[config.mk]
export PLATFORM = sky130hd
export DESIGN_NAME = pipe_ctl_top
export DESIGN_NICKNAME = d
export VERILOG_FILES = /design/src/rtl/pipe_ctl_pkg.sv /design/src/rtl/instr_decode.sv /design/src/rtl/pipe_ctl.sv /design/src/rtl/pc_path.sv /design/src/rtl/pipe_ctl_top.sv
export SDC_FILE = /design/constraint.sdc
export NUM_CORES = 1
export LEC_CHECK = 0
export BUFFER_PORTS_ARGS = -buffer_cell sky130_fd_sc_hd__clkbuf_2
export CAP_MARGIN = 20
export CORE_ASPECT_RATIO = 0.8
export CORE_MARGIN = 2
export CORE_UTILIZATION = 50
export CTS_CLUSTER_DIAMETER = 100
export DETAILED_ROUTE_END_ITERATION = 16
export GPL_ROUTABILITY_DRIVEN = 0
export PLACE_DENSITY = 0.68
export SLEW_MARGIN = 20
export SYNTH_ARGS = -nofsm -noshare
export SYNTH_HDL_FRONTEND = slang
export SYNTH_SLANG_ARGS = --single-unit
[constraint.sdc]
create_clock -name clk -period 3.1 [get_ports clk]
set_clock_uncertainty 0.2 [all_clocks]
set_input_delay 0.155 -clock clk [delete_from_list [all_inputs] [get_ports clk]]
set_output_delay 0.155 -clock clk [all_outputs]
set_load 0.03 [all_outputs]
[src/rtl/pipe_ctl_pkg.sv]
package pipe_ctl_pkg;

  localparam int INSTR_W = 32;
  localparam int REG_AW  = 5;
  localparam int IMM_W   = 16;

  localparam logic [5:0] OP_REG  = 6'd0;
  localparam logic [5:0] OP_BEQ  = 6'd4;
  localparam logic [5:0] OP_ADDI = 6'd8;
  localparam logic [5:0] OP_ORI  = 6'd13;
  localparam logic [5:0] OP_LOAD = 6'd35;
  localparam logic [5:0] OP_STOR = 6'd43;

  localparam logic [5:0] FN_ADD = 6'd32;
  localparam logic [5:0] FN_SUB = 6'd34;
  localparam logic [5:0] FN_AND = 6'd36;
  localparam logic [5:0] FN_OR  = 6'd37;

  typedef enum logic [1:0] {
    ALU_ADD = 2'd0,
    ALU_SUB = 2'd1,
    ALU_AND = 2'd2,
    ALU_OR  = 2'd3
  } alu_op_e;

  // Control fields that travel with an instruction into execute.
  typedef struct packed {
    logic              regWrite;
    logic [REG_AW-1:0] dest;
    logic              memRead;
    logic              memWrite;
    logic              isBranch;
    logic              useImm;
    logic              zeroExt;
    logic              ovfCheck;
    alu_op_e           aluOp;
  } stage_ctl_t;

  // Strobes from the control path to the PC datapath.
  typedef struct packed {
    logic takeBranch;
  } pc_strobe_t;

endpackage

[src/rtl/instr_decode.sv]
module instr_decode
  import pipe_ctl_pkg::*;
(
  input  logic [INSTR_W-1:0] instr,
  output stage_ctl_t         ctl
);

  logic [5:0]        opcode;
  logic [5:0]        funct;
  logic [REG_AW-1:0] rtField;
  logic [REG_AW-1:0] rdField;
  logic              unusedBits;

  assign opcode     = instr[31:26];
  assign funct      = instr[5:0];
  assign rtField    = instr[20:16];
  assign rdField    = instr[15:11];
  assign unusedBits = ^{instr[25:21], instr[10:6]};

  always_comb begin
    ctl       = '0;
    ctl.aluOp = ALU_ADD;
    case (opcode)
      OP_REG: begin
        ctl.dest = rdField;
        case (funct)
          FN_ADD: begin ctl.regWrite = 1'b1; ctl.ovfCheck = 1'b1; ctl.aluOp = ALU_ADD; end
          FN_SUB: begin ctl.regWrite = 1'b1; ctl.ovfCheck = 1'b1; ctl.aluOp = ALU_SUB; end
          FN_AND: begin ctl.regWrite = 1'b1; ctl.aluOp = ALU_AND; end
          FN_OR:  begin ctl.regWrite = 1'b1; ctl.aluOp = ALU_OR;  end
          default: ctl.dest = '0;
        endcase
      end
      OP_ADDI: begin
        ctl.regWrite = 1'b1; ctl.dest = rtField; ctl.useImm = 1'b1;
      end
      OP_ORI: begin
        ctl.regWrite = 1'b1; ctl.dest = rtField; ctl.useImm = 1'b1;
        ctl.zeroExt  = 1'b1; ctl.aluOp = ALU_OR;
      end
      OP_LOAD: begin
        ctl.regWrite = 1'b1; ctl.dest = rtField; ctl.useImm = 1'b1;
        ctl.memRead  = 1'b1;
      end
      OP_STOR: begin
        ctl.useImm = 1'b1; ctl.memWrite = 1'b1;
      end
      OP_BEQ: begin
        ctl.isBranch = 1'b1; ctl.aluOp = ALU_SUB;
      end
      default: ctl = '0;
    endcase
  end

endmodule

[src/rtl/pipe_ctl.sv]
module pipe_ctl
  import pipe_ctl_pkg::*;
(
  input  logic               clk,
  input  logic               rstN,
  input  logic [INSTR_W-1:0] instrIn,
  input  logic               eqFlag,
  input  logic               ovfFlag,
  output pc_strobe_t         strobe,
  output logic [REG_AW-1:0]  srcRegA,
  output logic [REG_AW-1:0]  srcRegB,
  output logic [1:0]         exAluOp,
  output logic               exUseImm,
  output logic               exZeroExt,
  output logic               memRead,
  output logic               memWrite,
  output logic               ovfOut,
  output logic               rfWe,
  output logic [REG_AW-1:0]  rfWaddr
);

  // decode stage
  logic [INSTR_W-1:0] idInstr;
  logic               idValid;
  stage_ctl_t         idCtl;
  // execute stage
  stage_ctl_t         exCtl;
  logic               exValid;
  // memory stage
  logic               memValid, memWe, memRd, memWr;
  logic [REG_AW-1:0]  memDest;
  // write-back stage
  logic               wbValid, wbWe;
  logic [REG_AW-1:0]  wbDest;

  logic takeBranch;
  logic ovfHit;

  instr_decode decode_i (
    .instr (idInstr),
    .ctl   (idCtl)
  );

  assign takeBranch = exValid & exCtl.isBranch & eqFlag;
  assign ovfHit     = exValid & exCtl.ovfCheck & ovfFlag;

  always_ff @(posedge clk or negedge rstN) begin
    if (!rstN) begin
      idInstr  <= '0;
      idValid  <= 1'b0;
      exCtl    <= '0;
      exValid  <= 1'b0;
      memValid <= 1'b0;
      memWe    <= 1'b0;
      memRd    <= 1'b0;
      memWr    <= 1'b0;
      memDest  <= '0;
      wbValid  <= 1'b0;
      wbWe     <= 1'b0;
      wbDest   <= '0;
    end else begin
      // the word being fetched while a branch resolves is squashed
      idInstr  <= instrIn;
      idValid  <= ~takeBranch;
      exCtl    <= idCtl;
      exValid  <= idValid;
      memValid <= exValid;
      memWe    <= exCtl.regWrite & ~ovfHit;
      memRd    <= exCtl.memRead;
      memWr    <= exCtl.memWrite;
      memDest  <= exCtl.dest;
      wbValid  <= memValid;
      wbWe     <= memWe;
      wbDest   <= memDest;
    end
  end

  assign strobe.takeBranch = takeBranch;
  assign srcRegA   = idInstr[25:21];
  assign srcRegB   = idInstr[20:16];
  assign exAluOp   = exCtl.aluOp;
  assign exUseImm  = exValid & exCtl.useImm;
  assign exZeroExt = exValid & exCtl.zeroExt;
  assign ovfOut    = ovfHit;
  assign memRead   = memValid & memRd;
  assign memWrite  = memValid & memWr;
  assign rfWe      = wbValid & wbWe;
  assign rfWaddr   = rfWe ? wbDest : '0;

endmodule

[src/rtl/pc_path.sv]
module pc_path
  import pipe_ctl_pkg::*;
#(
  parameter int unsigned      PC_W       = 32,
  parameter logic [PC_W-1:0]  RESET_ADDR = '0
) (
  input  logic             clk,
  input  logic             rstN,
  input  logic [IMM_W-1:0] immIn,
  input  pc_strobe_t       strobe,
  output logic [PC_W-1:0]  pcOut
);

  localparam int SEXT_W = PC_W - IMM_W - 2;

  logic [PC_W-1:0]  pc, idPcNext, exPcNext, target;
  logic [IMM_W-1:0] idImm, exImm;

  // dedicated target adder, independent of the ALU
  assign target = exPcNext + {{SEXT_W{exImm[IMM_W-1]}}, exImm, 2'b00};

  always_ff @(posedge clk or negedge rstN) begin
    if (!rstN) begin
      pc       <= RESET_ADDR;
      idPcNext <= '0;
      exPcNext <= '0;
      idImm    <= '0;
      exImm    <= '0;
    end else begin
      pc       <= strobe.takeBranch ? target : pc + PC_W'(4);
      idPcNext <= pc + PC_W'(4);
      exPcNext <= idPcNext;
      idImm    <= immIn;
      exImm    <= idImm;
    end
  end

  assign pcOut = pc;

endmodule

[src/rtl/pipe_ctl_top.sv]
module pipe_ctl_top
  import pipe_ctl_pkg::*;
#(
  parameter int unsigned     PC_W       = 32,
  parameter logic [PC_W-1:0] RESET_ADDR = '0
) (
  input  logic              clk,
  input  logic              rstN,
  input  logic [31:0]       instrIn,
  input  logic              eqFlag,
  input  logic              ovfFlag,
  output logic [PC_W-1:0]   pcOut,
  output logic              nextPcSel,
  output logic [4:0]        srcRegA,
  output logic [4:0]        srcRegB,
  output logic [1:0]        exAluOp,
  output logic              exUseImm,
  output logic              exZeroExt,
  output logic              memRead,
  output logic              memWrite,
  output logic              ovfOut,
  output logic              rfWe,
  output logic [4:0]        rfWaddr
);

  pc_strobe_t strobe;

  pipe_ctl ctl_i (
    .clk       (clk),
    .rstN      (rstN),
    .instrIn   (instrIn),
    .eqFlag    (eqFlag),
    .ovfFlag   (ovfFlag),
    .strobe    (strobe),
    .srcRegA   (srcRegA),
    .srcRegB   (srcRegB),
    .exAluOp   (exAluOp),
    .exUseImm  (exUseImm),
    .exZeroExt (exZeroExt),
    .memRead   (memRead),
    .memWrite  (memWrite),
    .ovfOut    (ovfOut),
    .rfWe      (rfWe),
    .rfWaddr   (rfWaddr)
  );

  pc_path #(.PC_W(PC_W), .RESET_ADDR(RESET_ADDR)) pc_i (
    .clk    (clk),
    .rstN   (rstN),
    .immIn  (instrIn[15:0]),
    .strobe (strobe),
    .pcOut  (pcOut)
  );

  assign nextPcSel = strobe.takeBranch;

endmodule

# Word level (Yosys, flattened, before mapping)
# Index checks and enable logic that the tools add are counted.
dict set report classes {
  addsub 2
  n_eq_ne 9
  n_mux 14
  n_bitwise 12
  n_reduce_logical 5
}
# cell n
set ops {}
lappend ops {{equality test 6 bit (second input constant)} 6}
lappend ops {{adder 32 x 3 -> 32 bit (second input constant)} 1}
lappend ops {{adder 32 bit} 1}
lappend ops {{two-way mux 32 bit} 1}
lappend ops {{equality test 6 x 4 -> 1 bit (second input constant)} 2}
lappend ops {{one-hot mux 2 bit (3 select lines)} 2}
lappend ops {{one-hot mux 6 bit (2 select lines)} 1}
lappend ops {{AND 1 bit} 10}
lappend ops {{two-way mux 5 bit} 2}
lappend ops {{two-way mux 1 bit} 8}
lappend ops {{OR reduction 4 bit} 2}
lappend ops {{equality test 6 x 3 -> 1 bit (second input constant)} 1}
lappend ops {{zero test 6 bit} 1}
lappend ops {{OR reduction 3 bit} 1}
lappend ops {{NOT 1 bit} 2}
lappend ops {{OR reduction 2 bit} 1}
dict set report totals {
  reg_bits 192
  in_bits 36
  out_inout_bits 56
  elab_cells 67
}

# Longest topological paths before layout
# Gate-level depths: netlist of the first run.
dict set report logic_depth {
  word_depth 4
  ltp_mapped 9
  ltp_nobuf 9
}

# By module
# Synthesis of the first run repeated with hierarchy kept, for this count alone.
dict set report hier_totals {
  cells_unflattened 643
  hier_area_um2 7878.8
}
# mod n_inst cells_per_inst area_per_inst_um2 seq_area_each_um2
set by_module_without_submodules {}
lappend by_module_without_submodules {pc_path 1 511 5826.8 3203.1}
lappend by_module_without_submodules {pipe_ctl 1 90 1785.5 1601.5}
lappend by_module_without_submodules {instr_decode 1 42 266.5 0.0}

# Worst setup path after synthesis of the first run
# No wires, ideal clock.
dict set report synth_path {
  kind {flip-flop to flip-flop}
  startpoint {register pc_i.exImm[0]}
  endpoint {register pc_i.pc[24], in the netlist pc_i.pcOut[24]}
  setup_time_ns 0.154
  arrival_ns 2.359
  required_time_ns 2.746
  path_slack_ns 0.387
  stages_incl_launch_ff 10
  path_buffers 0
  synth_period_minus_slack_ns 2.713
  path_cell_list {dfrtp_1 > ha_1 > fa_1 > a21o_1 > a221oi_2 > nor4_1 > a211o_1 > o31ai_1 > xor2_1 > a21oi_1}
}
dict set report synth_via {
  elab_chain_len 2
}
# item line
set synth_lines {}
lappend synth_lines {{start: declaration} pc_path.sv:17} ;# logic [IMM_W-1:0] idImm, exImm;
lappend synth_lines {{start signal: assignment} pc_path.sv:34} ;# exImm <= idImm;
lappend synth_lines {{adder 32 bit} pc_path.sv:20} ;# assign target = exPcNext + {{SEXT_W{exImm[IMM_W-1]}}, exImm, 2'b00};
lappend synth_lines {{two-way mux 32 bit} pc_path.sv:30} ;# pc <= strobe.takeBranch ? target : pc + PC_W'(4);
lappend synth_lines {{end signal: assignment} pc_path.sv:30}
lappend synth_lines {{end: declaration} pc_path.sv:16} ;# logic [PC_W-1:0] pc, idPcNext, exPcNext, target;
# Every way passes these cells.

# Worst setup path in the final report of the first run
dict set report layout_path {
  startpoint {register pc_i.exImm[0]}
  endpoint {register pc_i.pc[30], in the netlist pc_i.pcOut[30]}
}
# Same word-level chain as after synthesis.

==> results.md, run 1 <==
- Run status: finished, final reports clean
- Post-DRT Antenna Nets: 0
- CP Depth: 10
- Area Overhead vs Synth: 21.6%
- Io pins: just over 90
- Delay-heaviest family, CP: compound AO/OA/AOI/OAI gates
- Hold Path Class: in -> async
- Worst Path Buf+Inv: 1
- Max IR drop VDD: between 0.0007 and 0.0008 V
- Die H: between 100 and 150 um
- EDFF count, synth: 0
- Routed vias/inst: 5.44
- Worst-skew pair later-pin latency: about 0.43 ns
- Clk pin slew, worst setup/hold paths: around 0.07 ns
- Crit path capture: pc_i.pcOut[30]$_DFF_PN0_
- Die Wd: between 100 and 150 um
- Lkg Pwr: roughly 0.0042 uW
- CP startpoint: pc_i.exImm[0]$_DFF_PN0_
- Placed insts: 883
- 1st-iter DRT viols: 349
- Final Util: between 60% and 70%
- WL/cell: 17.1 um
- Slowest-stage cell, CP: fa_1
- Pin count of the biggest net entering global routing: slightly above 80
- Grt total ovfl: 0
- Main synth FF type: dfrtp_1
- H-tree depth: 4
- R2R depth: 10
- Initial Utilization: 51.1%
- Crit path largest cell delay: 0.41 ns
- Hpwl dp: between 10000 and 15000 um
- Syn Inst Count: between 600 and 700
- Yosys top cell area share: between 60% and 70%
- Synth cell types: between 50 and 60
- Worst-path cell chain: ha_1, fa_1, a21o_1, a221oi_2, buf_4, o31a_1, a211oi_1, a31oi_1, xor2_1, a21oi_1
- Int Pwr: about 4700 uW
- Area leader, netlist: dfrtp_1
- Clk sinks: between 150 and 200
- Register area share after synthesis: between 60% and 70%
- Max Root-Sink Buffers: 2
- Relative slew slack: roughly half
- Async SR Flop Fraction: between 90% and 100%
- Rows: 39
- Layout Nets: between 800 and 900
- Synth area leaders: dfrtp_1 60%, ha_1 5.1%, xnor2_1 4.4%, a21oi_1 3.6%, nor2_1 2.8%
- Sw frac: about a third
- Worst-Margin Slew: ~0.73 ns
- CTS Root Buffer Type: clkbuf_16
- Core outline area: 0.0143 sq mm
- Synth Area per Inst: ~12 sq um
- Final period util: between 90% and 100%
- Worst reg2reg endpoint: pc_i.pcOut[30]$_DFF_PN0_
- Fin. Hold Viols: 0
- Arrival time of the worst setup path: 3.10 ns
- Post-CTS setup buffers: 0
- I/O Buffers: just over 90
- Vias in the first global route: roughly 5200
- CP Launch Type: register
- Switch Pwr: 2370 uW
- Comb power frac: approximately 27%
- Layout cells sized above 1: between 10% and 20%
- Gr usage total: 22.2%
- Part of the power in registers: between 40% and 50%
- Top-count cell post-synth: dfrtp_1
- Final Slew Violations: 0
- Most frequent cells after synthesis: 176 x dfrtp_1, 55 x nor2_1, 52 x a21oi_1, 44 x nand2_1, 37 x xnor2_1
- Setup TNS: 0 ns
- Hold Slack: 0.126 ns
- Final setup viols: 0
- First-pass GRT wire length: between 20000 and 30000 um
- Cell area power density: around 800 mW/mm^2
- CTS buffer count: 17
- Max Freq: 0.333 GHz
- DIE AREA: 0.0156 sq mm
- Synthesized area: 0.00730 sq mm
- N_diodes: 0
- Peak fanout along the critical path: 3
- Reg2reg start: pc_i.exImm[0]$_DFF_PN0_
- DRC: 0
- Via Count: just over 5000
- FF-to-FF setup slack: 0.1 ns
- Required time of the critical path: about 3.2 ns
- Fillers: approximately 1200
- Antenna violations before repair: 0
- Synth warn: 0
- CTS tree: built
- Clk pwr share: 31.0%
- Finished Layout Cells: 950
- Setup CP Type: reg -> reg
- Max_cap viols: 0
- Tmin final: ~3 ns
- CP Capture Type: register
- Flop and latch count out of synthesis: around 180
- DRT Wirelength: 16300 um
- Syn Nets: about 700
- RSZ-0062 raised after global routing: no
- Drt pass-1 iters: 4
[metrics by stage]
stage                     power [uW]  instance area [sq um]  setup slack (ns)
after floorplan                 4260                   7300             0.387
after global placement          4780                   7910             0.218
after detailed placement        4820                   7910             0.137
after CTS                       7090                   8870            0.0952
after global routing            7440                   8870            0.0166
final                           7050                   8870            0.0956
[how the worst min path moves through the flow]
stage               depth (start not counted)                     endpoint
finish                                      2  ctl_i.idInstr[22]$_DFF_PN0_
global route                                0  pc_i.exPcNext[11]$_DFF_PN0_
CTS                                         0  pc_i.exPcNext[24]$_DFF_PN0_
detailed placement                          1  ctl_i.idInstr[22]$_DFF_PN0_
global placement                            1  ctl_i.idInstr[22]$_DFF_PN0_
floorplan                                   0   ctl_i.exAluOp[0]$_DFF_PN0_
[registers in the layout, summed over array words and instances, names as in the netlist, 2 cells and up]
signal	cells
ctl_i.idInstr	17
ctl_i.wbDest	5
pc_i.exImm	16
pc_i.exPcNext	32
pc_i.pcOut	32
ctl_i.exCtl	12
pc_i.idImm	15
pc_i.idPcNext	32
ctl_i.exAluOp	2
ctl_i.memDest	5
[final cells by class]
class,instances,area (sq um),share of cell area [%]
Sequential cell,176,4410,49.6
Multi-Input combinational cell,408,2670,30.1
Timing Repair Buffer,136,900,10.1
Clock buffer,18,429,4.84
Tap cell,184,230,2.59
Clock inverter,14,183,2.06
Inverter,14,52.6,0.592
[per-layer routing]
metal / track usage (%) / wire [um] / vias to the layer above
li1: - / - / 2444
met1: 32.1 / 7760 / 2523
met2: 32.6 / 7260 / 162
met3: 6.57 / 875 / 37
met4: 6.94 / 400 / 0
met5: 0 / 0 / -
[placed cells by master (no fill, tap or decap), types with 4 or more instances in the layout]
cell type	n
nor2_1	55
nand3_1	17
o21ai_0	23
xor2_1	18
o21bai_1	8
and4_1	4
nand4_1	17
dlygate4sd3_1	35
and3_1	14
nand2_1	44
a211oi_1	7
a22o_1	5
inv_1	14
buf_4	9
a21o_1	7
nor4_1	4
clkbuf_2	90
dfrtp_1	175
ha_1	30
a31oi_1	8
clkbuf_16	17
nor3_1	9
a21oi_1	52
clkinvlp_4	4
nand2b_1	4
and2_1	7
nor2b_1	4
xnor2_1	37
[worst register-to-register path: cells and delay by family, from the launching register on]
family	cells	cell delay [ns]
AOI/OAI and AO/OA	6	1.29
adders and majority gates	2	0.63
DFF	1	0.37
buffers and inverters	1	0.19
xor gates and xnor gates	1	0.19
[cell families (layout without fill, tap and decap cells)]
logic type | count (synthesis) | count (layout) | synth area share (%)
buffers and inverters | 45 | 182 | 3.03
adder cells (fa/ha/maj) | 31 | 31 | 5.42
XOR/XNOR | 55 | 55 | 6.60
multiplexers | 3 | 3 | 0.463
AND/OR/NAND/NOR | 189 | 189 | 12.7
AO/OA/AOI/OAI | 130 | 130 | 11.5
flip-flops | 176 | 176 | 60.3
[repair_timing]
action                     4_1_cts  5_1_grt
hold buffers                    35        0
setup endpoints to repair        0        4
resized for setup                0        1
hold endpoints to repair       112        0
[power groups by stage]
| stage | Clock, uW | Combinational, uW | Sequential [uW] |
|---|---|---|---|
| after CTS | 2240 | 1910 | 2940 |
| after global routing | 2350 | 2110 | 2980 |
| after floorplan | 0 | 1140 | 3110 |
| after detailed placement | 0 | 1850 | 2970 |
| final | 2190 | 1930 | 2930 |
| after global placement | 0 | 1830 | 2950 |
Note: power is estimated with default switching activity, not from simulation.
==> inputs of run 2 (changes only) <==
==> constraint.sdc (replaced) <==
create_clock -name clk -period 3.1 [get_ports clk]
set_clock_uncertainty 0.2 [all_clocks]
set_input_delay 0 -clock clk [delete_from_list [all_inputs] [get_ports clk]]
set_output_delay 0 -clock clk [all_outputs]
set_load 0.03 [all_outputs]
==> results.md, run 2 (synthesis gave the netlist of run 1 again) <==
- Int Pwr: 4630 uW (-0.89%)
- Tmin final: 3.03 ns (+0.0277 ns)
- Dpl ws: 0.195 ns (+0.0576 ns)
- Part of the power in registers: 41.9% (+0.3 points)
- First-pass GRT wire length: 26300 um (-2.0%)
- Lkg Pwr: 0.00428 uW (+0.84%)
- Cell area power density: 780 mW/mm^2 (-1.7%)
- Clk sinks: 176 (unchanged)
- Grt total ovfl: 0 (unchanged)
- Required time of the critical path: 3.20 ns (about the same)
- CP Launch Type: register
- RSZ-0062 raised after global routing: no
- WL/cell: 16.6 um (-3.4%)
- Initial Utilization: 51.1% (unchanged)
- Sw frac: 33.7% (+0.043 points)
- Max Root-Sink Buffers: 2 (unchanged)
- Max Freq: 0.330 GHz (-0.91%)
- Max IR drop VDD: 0.000543 V (-26%)
- FF-to-FF setup slack: 0.07 ns (-0.03 ns)
- CP startpoint: pc_i.exImm[0]$_DFF_PN0_
- Run status: finished, final reports clean
- Clk pwr share: 30.2% (-0.8 points)
- Area Overhead vs Synth: 22.7%
- Layout cells sized above 1: 18.8% (-0.091 points)
- N_diodes: 0 (unchanged)
- CTS buffer count: 17 (unchanged)
- Core outline area: 0.0143 sq mm (unchanged)
- Die Wd: 139 um (unchanged)
- Final setup margin: 0.0678 ns (-0.0277 ns)
- Hold path start: instrIn[22]
- Final Util: 62.6% (+0.56 points)
- Hold Path Class: in -> reg
- DIE AREA: 0.0156 sq mm (unchanged)
- Via Count: 5254 (+1.7%)
- DRC: 0 (unchanged)
- Rows: 39 (unchanged)
- Most common cell after layout, fill and taps aside: dfrtp_1
- Antenna violations before repair: 0 (unchanged)
- Fin. Hold Viols: 0 (unchanged)
- H-tree depth: 4 (unchanged)
- Routed vias/inst: 5.48 (+0.75%)
- Io pins: 92 (unchanged)
- Pin count of the biggest net entering global routing: 81 (unchanged)
- Setup TNS: 0 ns (unchanged)
- Relative slew slack: 52.1% (+0.94 points)
- Max_cap viols: 0 (unchanged)
- Worst-Margin Slew: 0.719 ns (-0.0141 ns)
- Setup CP Type: reg -> reg
- 1st-iter DRT viols: 382 (+9.5%)
- End of the worst hold path: ctl_i.idInstr[22]$_DFF_PN0_
- Peak fanout along the critical path: 3 (unchanged)
- Hold Slack: 0.0143 ns (-0.111 ns)
- Commonest non-fill, non-tap cells in the layout: 176 x dfrtp_1, 90 x clkbuf_2, 55 x nor2_1
- Comb power frac: 27.9% (+0.5 points)
- I/O Buffers: 91 (unchanged)
- R2R depth: 10 (unchanged)
- Reg2reg start: pc_i.exImm[0]$_DFF_PN0_
- Gr usage total: 21.7% (-0.43 points)
- Clk pin slew, worst setup/hold paths: 0.06 ns (about the same)
- Worst-skew pair later-pin latency: 0.43 ns (about the same)
- DRT Wirelength: 15900 um (-2.5%)
- Layout Nets: 830 (+1.2%)
- Vias in the first global route: 5172 (+0.37%)
- Worst reg2reg endpoint: pc_i.pcOut[30]$_DFF_PN0_
- CTS tree: built
- Switch Pwr: 2360 uW (-0.70%)
- Final period util: 97.8% (+0.89 points)
- CTS Root Buffer Type: clkbuf_16
- Arrival time of the worst setup path: 3.13 ns (+0.03 ns)
- Hpwl dp: 11000 um (-1.5%)
- CP Capture Type: register
- Drt pass-1 iters: 5 (+1)
- Final setup viols: 0 (unchanged)
- Hold path cells: 2
- Post-DRT Antenna Nets: 0 (unchanged)
- Die H: 112 um (unchanged)
- Final Slew Violations: 0 (unchanged)
[run 2: layout make-up]
| cell class | instances | area, sq um |
|---|---|---|
| Multi-Input combinational cell | 408 | 2680 |
| Fill cell | 1136 | 5340 |
| Clock inverter | 12 | 135 |
| Timing Repair Buffer | 146 | 1000 |
| Clock buffer | 19 | 453 |
| Inverter | 14 | 52.6 |
| Tap cell | 184 | 230 |
| Sequential cell | 176 | 4400 |
[run 2: power groups by stage]
stage	Sequential (uW)	Clock, uW	Combinational [uW]
global route	2980	2260	2130
CTS	2930	2160	1930
detailed placement	2970	0	1860
global placement	2950	0	1830
finish	2930	2110	1950
floorplan	3110	0	1140
[run 2: timing repair]
item / in CTS / in global routing
setup buffers: 0 / 0
resized for setup: 0 / 2
setup endpoints to repair: 0 / 2
hold endpoints to repair: 189 / 0
hold buffers: 45 / 0
[run 2: worst max-delay path: stages (launching register included)]
cell,delay (ns)
dfrtp_1,0.37
ha_1,0.22
fa_1,0.42
a21o_1,0.23
a221oi_2,0.34
buf_4,0.19
o31a_1,0.24
a211oi_1,0.13
a31oi_1,0.28
xor2_1,0.20
a21oi_1,0.09
[run 2: per-stage QoR]
stage               instance area, sq um  instances  total power [uW]
CTS                                 8950        959              7020
detailed placement                  7910        883              4830
floorplan                           7300        629              4260
global route                        8950        959              7360
finish                              8950        959              6990
global placement                    7910        883              4770
[run 2: worst max path at each step]
stage	to	slack, ns	cells past startpoint
after floorplan	pc_i.pcOut[24]$_DFF_PN0_	0.39	9
after global placement	pc_i.pcOut[30]$_DFF_PN0_	0.24	10
after detailed placement	pc_i.pcOut[28]$_DFF_PN0_	0.19	8
after CTS	pc_i.pcOut[30]$_DFF_PN0_	0.14	10
after global routing	pc_i.pcOut[31]$_DFF_PN0_	0.006	9
final	pc_i.pcOut[30]$_DFF_PN0_	0.07	10
[run 2: layer usage]
layer / GRT usage [%] / share of wire [%]
met1: 31.8 / 48
met2: 31.5 / 44
met3: 4.99 / 5.4
met4: 9.56 / 2.7
met5: 0 / 0
==> inputs of run 3 (changes only) <==
--- a/config.mk
+++ b/config.mk
@@ -17,4 +17,5 @@
 export SLEW_MARGIN = 20
 export SYNTH_ARGS = -nofsm -noshare
 export SYNTH_HDL_FRONTEND = slang
+export SYNTH_HIERARCHICAL = 1
 export SYNTH_SLANG_ARGS = --single-unit
==> results.md, run 3 <==
- Max Root-Sink Buffers: 2 (unchanged)
- Routed vias/inst: 5.42 (-1.0%)
- Fin. Hold Viols: 0 (unchanged)
- Part of the power in registers: 43.4% (+1.5 points)
- CTS tree: built
- RSZ-0062 raised after global routing: no
- Final period util: 92.8% (-5.0 points)
- N_diodes: 0 (unchanged)
- 1st-iter DRT viols: 423 (+11%)
- CP Launch Type: register
- Synth Area per Inst: 12.2 sq um (+4.7%)
- I/O Buffers: 91 (unchanged)
- Arrival time of the worst setup path: 3.01 ns (-0.12 ns)
- H-tree depth: 4 (unchanged)
- Routing usage on met2: 31.6% (+0.084 points)
- CTS buffer count: 17 (unchanged)
- Final Slew Violations: 0 (unchanged)
- Int Pwr: 4670 uW (+0.92%)
- Switch Pwr: 2420 uW (+2.7%)
- Gr usage total: 21.5% (-0.20 points)
- Run status: finished, final reports clean
- Io pins: 92 (unchanged)
- Clk pin slew, worst setup/hold paths: 0.07 ns (about the same)
- Final setup margin: 0.224 ns (+0.156 ns)
- Grt met3 use: 5.54% (+0.55 points)
- Dpl ws: 0.172 ns (-0.0224 ns)
- Setup CP Type: reg -> reg
- CP Capture Type: register
- Rows: 40 (+2.6%)
- DRT Wirelength: 16800 um (+6.1%)
- Comb power frac: 26.5% (-1.4 points)
- Busiest grt layer: met2
- Worst Path Buf+Inv: 0 (-1)
- Vias in the first global route: 5212 (+0.77%)
- Syn Nets: 705 (+1.3%)
- Required time of the critical path: 3.23 ns (+0.03 ns)
- Delay-heaviest family, CP: compound AO/OA/AOI/OAI gates
- WL/cell: 16.8 um (+1.5%)
- Via Count: 5433 (+3.4%)
- CTS Root Buffer Type: clkbuf_16
- DRC: 0 (unchanged)
- Tmin final: 2.88 ns (-0.156 ns)
- Finished Layout Cells: 1002 (+4.5%)
- Clk pwr share: 30.1% (about the same)
- Fillers: 1207 (+6.3%)
- First-pass GRT wire length: 27000 um (+2.4%)
- Initial Utilization: 51.3% (+0.25 points)
- Worst-skew pair later-pin latency: 0.43 ns (about the same)
- Syn Inst Count: 638 (+1.4%)
- Met1 usage: 31.4% (-0.34 points)
- Synth warn: 6 (+6)
- Clk sinks: 187 (+6.3%)
- Most common cell after layout, fill and taps aside: dfrtp_1
- Sw frac: 34.1% (+0.39 points)
- Grt total ovfl: 0 (unchanged)
- Core outline area: 0.0151 sq mm (+5.7%)
- Hpwl dp: 11700 um (+6.4%)
- Antenna violations before repair: 0 (unchanged)
- Layout Nets: 846 (+1.9%)
- Setup TNS: 0 ns (unchanged)
- Peak fanout along the critical path: 5 (+2)
- Worst-path cell chain: ha_1, fa_1, a21oi_1, o211ai_1, a221o_1, a31oi_4, o21ai_0, a211oi_1
- Crit path largest cell delay: 0.45 ns (+0.03 ns)
- Lkg Pwr: 0.00445 uW (+4.0%)
- Die H: 115 um (+3.0%)
- Placed insts: 923 (+4.5%)
- DIE AREA: 0.0165 sq mm (+6.0%)
- Max Freq: 0.348 GHz (+5.4%)
- Cell area power density: 748 mW/mm^2 (-4.1%)
- Drt pass-1 iters: 6 (+1)
- Slowest-stage cell, CP: a221o_1
- Area Overhead vs Synth: 22.2%
- Synthesized area: 0.00775 sq mm (+6.2%)
- Final setup viols: 0 (unchanged)
- Worst-Margin Slew: 0.569 ns (-0.150 ns)
- Hold Path Class: in -> reg
- Layout cells sized above 1: 21.7% (+2.9 points)
- Pin count of the biggest net entering global routing: 59 (-27%)
- Relative slew slack: 62.1% (+10 points)
- Max IR drop VDD: 0.000496 V (-8.6%)
- Die Wd: 143 um (+3.0%)
- Max_cap viols: 0 (unchanged)
- Post-DRT Antenna Nets: 0 (unchanged)
- Commonest non-fill, non-tap cells in the layout: 187 x dfrtp_1, 90 x clkbuf_2, 46 x dlygate4sd3_1
-- run 3: repair_timing --
| item | 4_1_cts | 5_1_grt |
|---|---|---|
| gates resized for setup | 0 | 2 |
| endpoints found under the hold margin | 203 | 1 |
| setup buffers | 0 | 0 |
| hold buffers | 46 | 1 |
| setup endpoints to repair | 0 | 2 |
-- run 3: power groups by stage --
stage | Clock, uW | Sequential (uW) | Combinational (uW)
after floorplan | 0 | 3270 | 1080
after global placement | 0 | 3100 | 1770
after detailed placement | 0 | 3120 | 1790
after CTS | 2190 | 3080 | 1850
after global routing | 2300 | 3120 | 2060
final | 2130 | 3080 | 1880
-- run 3: routing by layer --
layer / wire length [um] / vias to the layer above
met5: 0 / -
met4: 225 / 0
met3: 992 / 20
met2: 7700 / 152
met1: 7920 / 2679
li1: - / 2582
-- run 3: metrics by stage --
step           area (sq um)  power, uW  hold slack [ns]  utilization [%]
3_3_place_gp           8390       4870           -0.125             55.5
6_report               9480       7090           0.0167             62.7
4_1_cts                9460       7120          0.00109             62.6
5_1_grt                9480       7480          0.00333             62.7
2_1_floorplan          7750       4350           -0.496                -
3_5_place_dp           8390       4910           -0.115             55.5
-- run 3: cell type report --
class                           instances  area (sq um)  area share, %
Clock buffer                           18           439           4.63
Timing Repair Buffer                  147          1030           10.9
Tap cell                              210           263           2.77
Inverter                               13          48.8          0.515
Clock inverter                         14           153           1.61
Sequential cell                       187          4680           49.4
Multi-Input combinational cell        413          2860           30.2
-- run 3: worst register-to-register path, delay by kind of cell (launching register included) --
| family | cells | cell delay, ns |
|---|---|---|
| compound gates | 6 | 1.57 |
| fa+ha+maj | 2 | 0.64 |
| flops | 1 | 0.38 |
-- run 3: path summary, 6_finish.rpt --
kind                                             from  slack [ns]  cells past startpoint                           to
min                                        instrIn[8]        0.02                      2      pc_i/idImm[8]$_DFF_PN0_
max                        pc_i/exPcNext[2]$_DFF_PN0_        0.22                      8     pc_i/pcOut[28]$_DFF_PN0_
max reg2reg                pc_i/exPcNext[2]$_DFF_PN0_        0.22                      8     pc_i/pcOut[28]$_DFF_PN0_
min in group asynchronous                        rstN        0.40                      3   pc_i/exPcNext[9]$_DFF_PN0_
min reg2reg                pc_i/idPcNext[1]$_DFF_PN0_        0.15                      0   pc_i/exPcNext[1]$_DFF_PN0_
max in group asynchronous                        rstN        1.62                      4  pc_i/exPcNext[13]$_DFF_PN0_
